File: config.mk
export PLATFORM = sky130hd
export DESIGN_NAME = pkt_rx_fsm
export DESIGN_NICKNAME = d
export VERILOG_FILES = /design/src/rtl/pkt_rx_fsm.sv
export SDC_FILE = /design/constraint.sdc
export NUM_CORES = 1
export LEC_CHECK = 0
export BUFFER_PORTS_ARGS = -buffer_cell sky130_fd_sc_hd__buf_2
export CAP_MARGIN = 0
export CELL_PAD_IN_SITES_DETAIL_PLACEMENT = 1
export CELL_PAD_IN_SITES_GLOBAL_PLACEMENT = 2
export CORE_ASPECT_RATIO = 1.5
export CORE_MARGIN = 3
export CORE_UTILIZATION = 25
export CTS_BUF_LIST = sky130_fd_sc_hd__clkbuf_8
export CTS_CLUSTER_DIAMETER = 60
export CTS_CLUSTER_SIZE = 40
export DETAILED_ROUTE_END_ITERATION = 6
export HOLD_SLACK_MARGIN = 0.1
export PLACE_DENSITY = 0.74
export RECOVER_POWER = 50
export SKIP_CTS_REPAIR_TIMING = 1
export SYNTH_ARGS = -nofsm -noshare
export SYNTH_HDL_FRONTEND = slang
export SYNTH_SLANG_ARGS = --single-unit
File: constraint.sdc
create_clock -name clk -period 2.7 [get_ports clk]
set_input_delay 0.135 -clock clk [delete_from_list [all_inputs] [get_ports clk]]
set_output_delay 0.135 -clock clk [all_outputs]
set_load 0.02 [all_outputs]
File: src/rtl/pkt_rx_fsm.sv
module pkt_rx_fsm #(
  parameter int W     = 16,
  parameter int CNT_W = 8,
  parameter int PKT_W = 4
) (
  input  logic                   clk,
  input  logic                   rst,
  input  logic                   in_valid,
  input  logic                   in_hdr,
  input  logic [W-1:0]           in_word,
  output logic                   wr_en,
  output logic [PKT_W+CNT_W-1:0] wr_addr,
  output logic [W-1:0]           wr_data,
  output logic [PKT_W-1:0]       pkt_idx,
  output logic                   csum_err
);

  typedef enum logic [1:0] {S_IDLE, S_RECV, S_CHK} st_t;

  st_t              st;
  logic [CNT_W-1:0] cnt;
  logic [W-1:0]     csum;
  logic [PKT_W-1:0] pkt;

  wire [CNT_W-1:0] hdr_len = in_word[CNT_W-1:0];
  wire [CNT_W-1:0] cnt_dec = cnt - 1'b1;

  always_ff @(posedge clk) begin
    if (rst) begin
      st   <= S_IDLE;
      cnt  <= '0;
      csum <= '0;
      pkt  <= '0;
    end else if (in_valid) begin
      case (st)
        S_IDLE: if (in_hdr) begin
          cnt  <= hdr_len;
          csum <= '0;
          st   <= (hdr_len == '0) ? S_CHK : S_RECV;
        end
        S_RECV: begin
          csum <= csum ^ in_word;
          cnt  <= cnt_dec;
          if (cnt_dec == '0) st <= S_CHK;
        end
        S_CHK: begin
          if (in_word == csum) pkt <= pkt + 1'b1;
          st <= S_IDLE;
        end
        default: st <= S_IDLE;
      endcase
    end
  end

  assign wr_en    = in_valid && (st == S_RECV);
  assign wr_addr  = {pkt, cnt};
  assign wr_data  = in_word;
  assign pkt_idx  = pkt;
  assign csum_err = in_valid && (st == S_CHK) && (in_word != csum);

  p_hdr_start_r2: assert property (@(posedge clk) disable iff (rst)
    (st == S_IDLE && in_valid && in_hdr) |=> (st != S_IDLE && csum == '0));

  p_zero_len_r8: assert property (@(posedge clk) disable iff (rst)
    (st == S_IDLE && in_valid && in_hdr && hdr_len == '0) |=> (st == S_CHK));

  p_count_down_r3: assert property (@(posedge clk) disable iff (rst)
    (st == S_RECV && in_valid) |=> (cnt == $past(cnt) - 1'b1));

  p_last_word_r4: assert property (@(posedge clk) disable iff (rst)
    (st == S_RECV && in_valid && cnt == 1) |=> (st == S_CHK));

  p_hold_r7: assert property (@(posedge clk) disable iff (rst)
    !in_valid |=> ($stable(st) && $stable(cnt) && $stable(csum) && $stable(pkt)));

  p_pkt_only_chk_r5: assert property (@(posedge clk) disable iff (rst)
    !(st == S_CHK && in_valid) |=> $stable(pkt));

  p_err_keeps_slot_r6: assert property (@(posedge clk) disable iff (rst)
    csum_err |=> ($stable(pkt) && st == S_IDLE && !csum_err));

endmodule

## Word level (Yosys, flattened, before mapping)

Index checks and enable logic that the tools add are counted.

| operators by class | value |
|---|---|
| add/sub/neg operators | 2 |
| equal/unequal tests | 6 |
| multiplexer cells | 8 |
| bitwise logic cells | 1 |
| reduce and logical (&&, ||, !) cells | 10 |

Operators with widths:

| cell | count |
|---|---|
| $pmux 16 s2 | 1 |
| $eq 16x16->1 | 1 |
| $logic_not 8->1 | 2 |
| $mux 16 | 1 |
| $ne 16x16->1 | 1 |
| $pmux 8 s2 | 1 |
| $xor 16x16->16 | 1 |
| $reduce_and 3->1 | 3 |
| $mux 8 | 1 |
| $sub 8x1->8 const B | 1 |
| $mux 2 | 3 |
| $add 4x1->4 const B | 1 |
| $ne 2x2->1 const B | 2 |
| $pmux 2 s2 | 1 |
| $logic_and 1x1->1 | 3 |
| $eq 2x1->1 const B | 1 |
| $eq 2x2->1 const B | 1 |
| $logic_not 2->1 | 1 |
| $reduce_bool 2->1 | 1 |

| word-level totals | value |
|---|---|
| register bits after elaboration | 30 |
| bits of input ports | 20 |
| output and inout port bits | 34 |
| logic and storage cells | 31 |

## Longest topological paths before layout

Gate-level depths: netlist of run 1.

| logic depth | value |
|---|---|
| depth in word-level cells | 4 |
| mapped depth | 7 |
| gate-level depth less buffers | 7 |

## Worst setup path after synthesis of run 1

No wires, ideal clock.

| timing | value |
|---|---|
| path kind | register -> register |
| from | register cnt[0] |
| to | register st[1] |
| setup time | 70 ps |
| arrival | 1894 ps |
| data required time | 2630 ps |
| slack | 736 ps |
| cell stages (with the launch flop) | 8 |
| buffers on the path | 0 |
| clock period less this slack | 1964 ps |
| path through | dfxtp_1 inv_1 ha_1 or3b_4 o31ai_4 o2111ai_1 or3_1 a21oi_1 |

| between the ends | value |
|---|---|
| word-level cells in the longest chain between the ends | 4 |

Ends and longest elaborated chain:

| item | line | source |
|---|---|---|
| start, declared | 21 | `logic [CNT_W-1:0] cnt;` |
| start signal, assigned | 37 | `cnt <= hdr_len;` |
| start signal, assigned | 43 | `cnt <= cnt_dec;` |
| $sub 8x1->8 | 26 | `wire [CNT_W-1:0] cnt_dec = cnt - 1'b1;` |
| $logic_not 8->1 | 44 | `if (cnt_dec == '0) st <= S_CHK;` |
| $ne 2x2->1 (no source line) | -- |  |
| $reduce_and 3->1 (no source line) | -- |  |
| end signal, assigned | 39 | `st <= (hdr_len == '0) ? S_CHK : S_RECV;` |
| end, declared | 20 | `st_t st;` |

No other way between the ends.
A chain may end at the register's enable or synchronous reset.

## Final worst setup path of run 1

| timing | value |
|---|---|
| from | register st[0] |
| to | output port wr_en |

| between the ends | value |
|---|---|
| word-level cells in the longest chain between the ends | 2 |

Ends and longest elaborated chain:

| item | line | source |
|---|---|---|
| $eq 2x1->1 | 55 | `assign wr_en = in_valid && (st == S_RECV);` |
| $logic_and 1x1->1 | 55 |  |
| end, declared | 11 | `output logic wr_en,` |

No other way between the ends.

==> results of run 1 <==
==> stage by stage <==
stage               cells  hold WS, ns  setup slack (ns)  cell area, um^2    util
CTS                   367       0.1479            0.5693             2180  0.3016
global placement      359       0.4468            0.7320             2088  0.2890
finish                367       0.1591            0.5704             2140  0.2961
floorplan             234       0.2989            0.7360             1867       -
detailed placement    359       0.4530            0.6941             2088  0.2890
global route          367       0.1766            0.4176             2140  0.2961
==> cells in the final DEF (no fill, tap or decap), types with 3 or more instances in the layout <==
cell type / n
o21ai_0: 19
nand2_1: 4
nand2b_1: 4
or4_1: 4
buf_2: 21
a21oi_1: 26
nand3b_1: 17
nor4_1: 7
clkbuf_8: 6
o31ai_1: 3
ha_1: 3
nor2b_1: 4
a211oi_1: 3
buf_4: 3
xor2_1: 16
dfxtp_1: 30
clkbuf_1: 32
inv_1: 6
nor2_1: 32
==> worst min-delay path, delay by kind of cell <==
| kind | cells | cell delay, ns |
|---|---|---|
| compound gates | 1 | 0.06 |
| buf+inv | 1 | 0.12 |
| simple gates | 1 | 0.08 |
==> metal layers <==
layer	up-vias	GRT usage	wire, um
met3	7	0.02508	186
li1	878	-	-
met5	-	0	0
met1	884	0.1572	2351
met2	39	0.2519	3001
met4	0	0.05441	93
==> cells by family (layout without fill, tap and decap cells) <==
family                     count (synthesis)  count (layout)  synth area share
and+or+nand+nor                           80              80            0.2386
AOI/OAI and AO/OA                         65              65            0.2105
buffers and inverters                     36              69            0.1126
DFF                                       30              30            0.3217
xor gates and xnor gates                  17              17           0.07976
adders and majority gates                  3               3           0.02011
muxes                                      3               3           0.01676
==> power breakdown <==
group | switching [W] | internal, W | total [W]
Combinational | 0.000173 | 0.0000947 | 0.000268
Clock | 0.000179 | 0.000202 | 0.000380
Sequential | 0.0000358 | 0.000466 | 0.000502
==> path summary, 6_finish.rpt <==
check	from	to	slack, ns	depth (start not counted)
setup / recovery	st[0]	wr_en	0.57	4
hold / removal	in_word[8]	csum[8]	0.16	3
setup reg to reg	cnt[0]	st[1]	0.67	7
hold reg to reg	csum[4]	csum[4]	0.50	2
==> sequential cells by signal (all words and copies together), names as in the netlist <==
register,cells
st,2
cnt,8
pkt_idx,4
csum,16
==> cell type report <==
cell class / count / area (um^2)
fill: 917 / 5087
multi-input combinational: 168 / 1056
sequential: 30 / 600.6
timing repair buffer: 56 / 247.7
tap: 100 / 125.1
clock buffer: 6 / 82.58
inverter: 5 / 18.77
clock inverter: 2 / 8.758
==> results.py, run 1 <==
metrics = {
    "status": {
        "status": "complete, no violations",
    },
    "routing": {
        "drtAntennaViolNets": 0,
        "drc": 0,
        "viasPerCell": 4.926,
        "totalWireLength_um": 5632,
        "first_pass_iters": 4,
        "wire_per_inst_um": 15.35,
        "drtIter0Drc": 92,
        "vias": 1808,
    },
    "worst_setup_path": {
        "crit_required_ns": 2.57,
        "critical_path_class": "reg2out",
        "worstPathCellList": "nand2b_1 > nor2_1 > buf_4 > buf_2",
        "crit_family": "simple AND/OR/NAND/NOR gates",
        "critical_path.startpoint_type": "register",
        "cp-end-kind": "primary output",
        "slowest_stage": "dfxtp_1",
        "critical_path.max_stage_delay_ns": 0.61,
        "path_buf_inv": 2,
        "cp_data_arrival_time_ns": 1.99,
        "crit_fanout": 17,
    },
    "grt": {
        "grt_pass1_vias": 1871,
        "grt_use_total": 0.1381,
        "grt-ovfl-total": 0,
        "grt_pass1_wl_um": 9411,
        "grt_max_degree": 33,
        "grt_antenna_before_repair": 0,
    },
    "pwr": {
        "p_per_area_nw_per_um2": 537.3,
        "p_leak_nw": 0.7889,
        "p_total_w": 0.001150,
        "ir_worst_vdd_mv": 0.1703,
    },
    "timing": {
        "post-route-min-period_ns": 2.130,
        "max_freq_mhz": 469.6,
        "period_share": 0.7887,
        "rsz0062_at_grt": "false",
        "hold_viol_final": 0,
        "slew_headroom": 0.5542,
        "finalSetupTns_ns": 0,
        "tightest_slew_ns": 0.6673,
        "setup_viol": 0,
        "slew_violations": 0,
        "skew_ns": 0.005659,
    },
    "logic_synthesis": {
        "syn_nets": 257,
        "ys_ff_latch": 30,
        "synth_top_area_share": 0.3217,
        "synth_most_common_cell": "nor2_1",
        "postSynthCellCount": 234,
        "yosysWarnings": 0,
        "synth_top_flop_cell": "dfxtp_1",
        "syn_area_per_cell_um2": 7.978,
        "synth_enable_flop_cells": 0,
        "synth_area_um2": 1867,
        "yosysSeqAreaShare": 0.3217,
        "synth_area_leaders": "dfxtp_1 32%, buf_4 8.0%, xor2_1 7.5%",
        "synth.distinct_cells": 39,
        "yosysTopAreaCell": "dfxtp_1",
        "synth-async-reset-ratio": 0,
        "synthTopCellsByCount": "32 x nor2_1, 30 x dfxtp_1, 26 x a21oi_1",
    },
    "cts": {
        "cts_tree": "yes",
        "numCtsBuffers": 5,
        "cts.clk_slew.worst_paths_ns": 0.07,
        "cts_sinks": 30,
        "htreeDepth": 2,
        "clockBufferDepth": 2,
        "worstSkewPairLatency_ns": 0.28,
        "root_buffer": "clkbuf_8",
    },
    "floorplanning": {
        "die-area_um2": 8562,
        "boundaryPins": 54,
        "die_x_um": 76.56,
        "die_h_um": 111.8,
        "row_count": 38,
        "coreArea_um2": 7227,
        "start_util": 0.2583,
    },
    "final_layout": {
        "layout-drive-gt1-share": 0.1236,
        "diodes": 0,
        "area_delta_synth_final_pct": 14.61,
        "fin_nets": 289,
    },
    "placed_design": {
        "dp_hpwl_um": 4176,
        "gp_congestion": 0.7805,
        "numPortBuffers": 53,
    },
    "job": {
        "drv_cap": 0,
    },
    "worst_hold_path": {
        "hold_class": "in2reg",
    },
}
(Power assumes the default switching activity.)
==> inputs of run 2 (changes only) <==
PLACE_DENSITY = 0.77   (was 0.74)
clock period = 1.9 ns   (was 2.7 ns; I/O delays follow)
==> run 2 against run 1 <==
Against the previous run: sequential power grew 42%; clock power increased by 27%; largest power group unchanged; highest routed layer unchanged; non-clock buffer count grew 14; utilization increased by 2.0 points; total power increased by 42%; sequential cell count is the same; cell count increased by 3.5%.
==> results.py, run 2 (synthesized netlist as in run 1, its figures left out) <==
metrics = {
    "floorplanning": {
        "die_x_um": 76.56,
        "coreArea_um2": 7227,
        "boundaryPins": 54,
        "die-area_um2": 8562,
        "die_h_um": 111.8,
        "row_count": 38,
        "start_util": 0.2583,
    },
    "status": {
        "status": "complete, no violations",
    },
    "worst_setup_path": {
        "rr_worst_depth": 7,
        "cp-end-kind": "register",
        "crit_required_ns": 2.11,
        "cp_data_arrival_time_ns": 2.08,
        "critical_path_class": "reg2reg",
        "crit_fanout": 4,
        "critical_path.startpoint_type": "register",
    },
    "worst_hold_path": {
        "hold_class": "in2reg",
        "hold_depth": 3,
    },
    "final_layout": {
        "diodes": 0,
        "fin_cells": 380,
        "post-route-util": 0.3158,
        "final_cell_mix": "31 x nor2_1, 31 x clkbuf_1, 27 x dfxtp_1, 25 x a21oi_1, 22 x buf_2",
        "area_delta_synth_final_pct": 22.25,
        "max_flop_register": "csum",
        "n_fill_cell": 939,
        "fin_nets": 303,
        "largest_reg_flops": 16,
        "layout-drive-gt1-share": 0.2107,
    },
    "routing": {
        "drc": 0,
        "viasPerCell": 4.876,
        "drtIter0Drc": 65,
        "totalWireLength_um": 5816,
        "wire_per_inst_um": 15.31,
        "drtAntennaViolNets": 0,
        "first_pass_iters": 4,
        "vias": 1853,
    },
    "cts": {
        "cts_sinks": 30,
        "root_buffer": "clkbuf_8",
        "worstSkewPairLatency_ns": 0.28,
        "cts.clk_slew.worst_paths_ns": 0.07,
        "clockBufferDepth": 2,
        "numCtsBuffers": 5,
        "cts_tree": "yes",
        "htreeDepth": 2,
    },
    "timing": {
        "slew_headroom": 0.7011,
        "skew_ns": 0.008714,
        "max_freq_mhz": 534.4,
        "period_share": 0.9849,
        "tightest_slew_ns": 0.4442,
        "setup_viol": 0,
        "slew_violations": 0,
        "post-route-min-period_ns": 1.871,
        "hold_viol_final": 0,
        "rsz0062_at_grt": "true",
    },
    "placed_design": {
        "numPortBuffers": 53,
        "dp_hpwl_um": 4305,
        "gp_congestion": 0.7708,
        "post-place-cells": 371,
    },
    "pwr": {
        "ir_worst_vdd_mv": 0.2619,
        "p_leak_nw": 0.8582,
        "p_per_area_nw_per_um2": 716.3,
    },
    "grt": {
        "grt_use_total": 0.1376,
        "grt_pass1_vias": 1834,
        "grt_pass1_wl_um": 9411,
        "grt-ovfl-total": 0,
        "grt_max_degree": 22,
        "grt_antenna_before_repair": 0,
    },
    "job": {
        "drv_cap": 0,
    },
}
==> run 2: changes by cell type in the layout (fill, tap and decap cells not counted), sizes merged <==
cell    change
buf        +15
clkbuf      -2
clkinv      -1
inv         +1
==> run 2: power breakdown <==
part	internal, W	switching (W)	leakage [nW]
clock network	0.000241	0.000241	0.0466
registers	0.000663	0.0000479	0.245
logic	0.000172	0.000268	0.566
==> run 2: area by class of cell <==
type	count	area, um^2	share of cell area
clock inverter	2	7.507	0.003289
clock buffer	5	68.82	0.03015
timing repair buffer	70	354.1	0.1552
tap	100	125.1	0.05482
sequential	30	604.3	0.2648
inverter	5	18.77	0.008224
multi-input combinational	168	1104	0.4836
==> run 2: final timing paths <==
kind	from	to	slack, ns
worst max-delay path	cnt[1]	st[1]	0.03
worst min-delay path	in_word[11]	csum[11]	0.12
worst max register to register	cnt[1]	st[1]	0.03
worst min register to register	pkt_idx[3]	pkt_idx[3]	0.49
==> run 2: metal layers <==
| metal | routed length, um | up-vias | track usage |
|---|---|---|---|
| met1 | 2436 | 890 | 0.1599 |
| li1 | - | 911 | - |
| met2 | 3069 | 45 | 0.2513 |
| met3 | 221 | 7 | 0.02184 |
| met4 | 89 | 0 | 0.05079 |
| met5 | 0 | - | 0 |
==> run 2: worst max-delay path: stages, from the launching register on <==
cell and delay, ns:
dfxtp_2 0.32, inv_2 0.07, ha_4 0.12, or3b_4 0.40
o31ai_4 0.28, o2111ai_2 0.15, or3_1 0.34, a21oi_2 0.12
==> run 2: per-stage QoR <==
stage / setup TNS (ns) / total power [W] / hold WS [ns] / worst slack, ns / cell area, um^2
floorplan: 0 / 0.0009903 / 0.2589 / 0.004751 / 1872
global placement: 0 / 0.001144 / 0.4041 / 0.01171 / 2183
detailed placement: -0.05286 / 0.001150 / 0.4090 / -0.03885 / 2183
CTS: -0.1797 / 0.001636 / 0.1131 / -0.06692 / 2260
global route: -0.1175 / 0.001725 / 0.1261 / -0.05975 / 2282
finish: 0 / 0.001635 / 0.1186 / 0.02866 / 2282
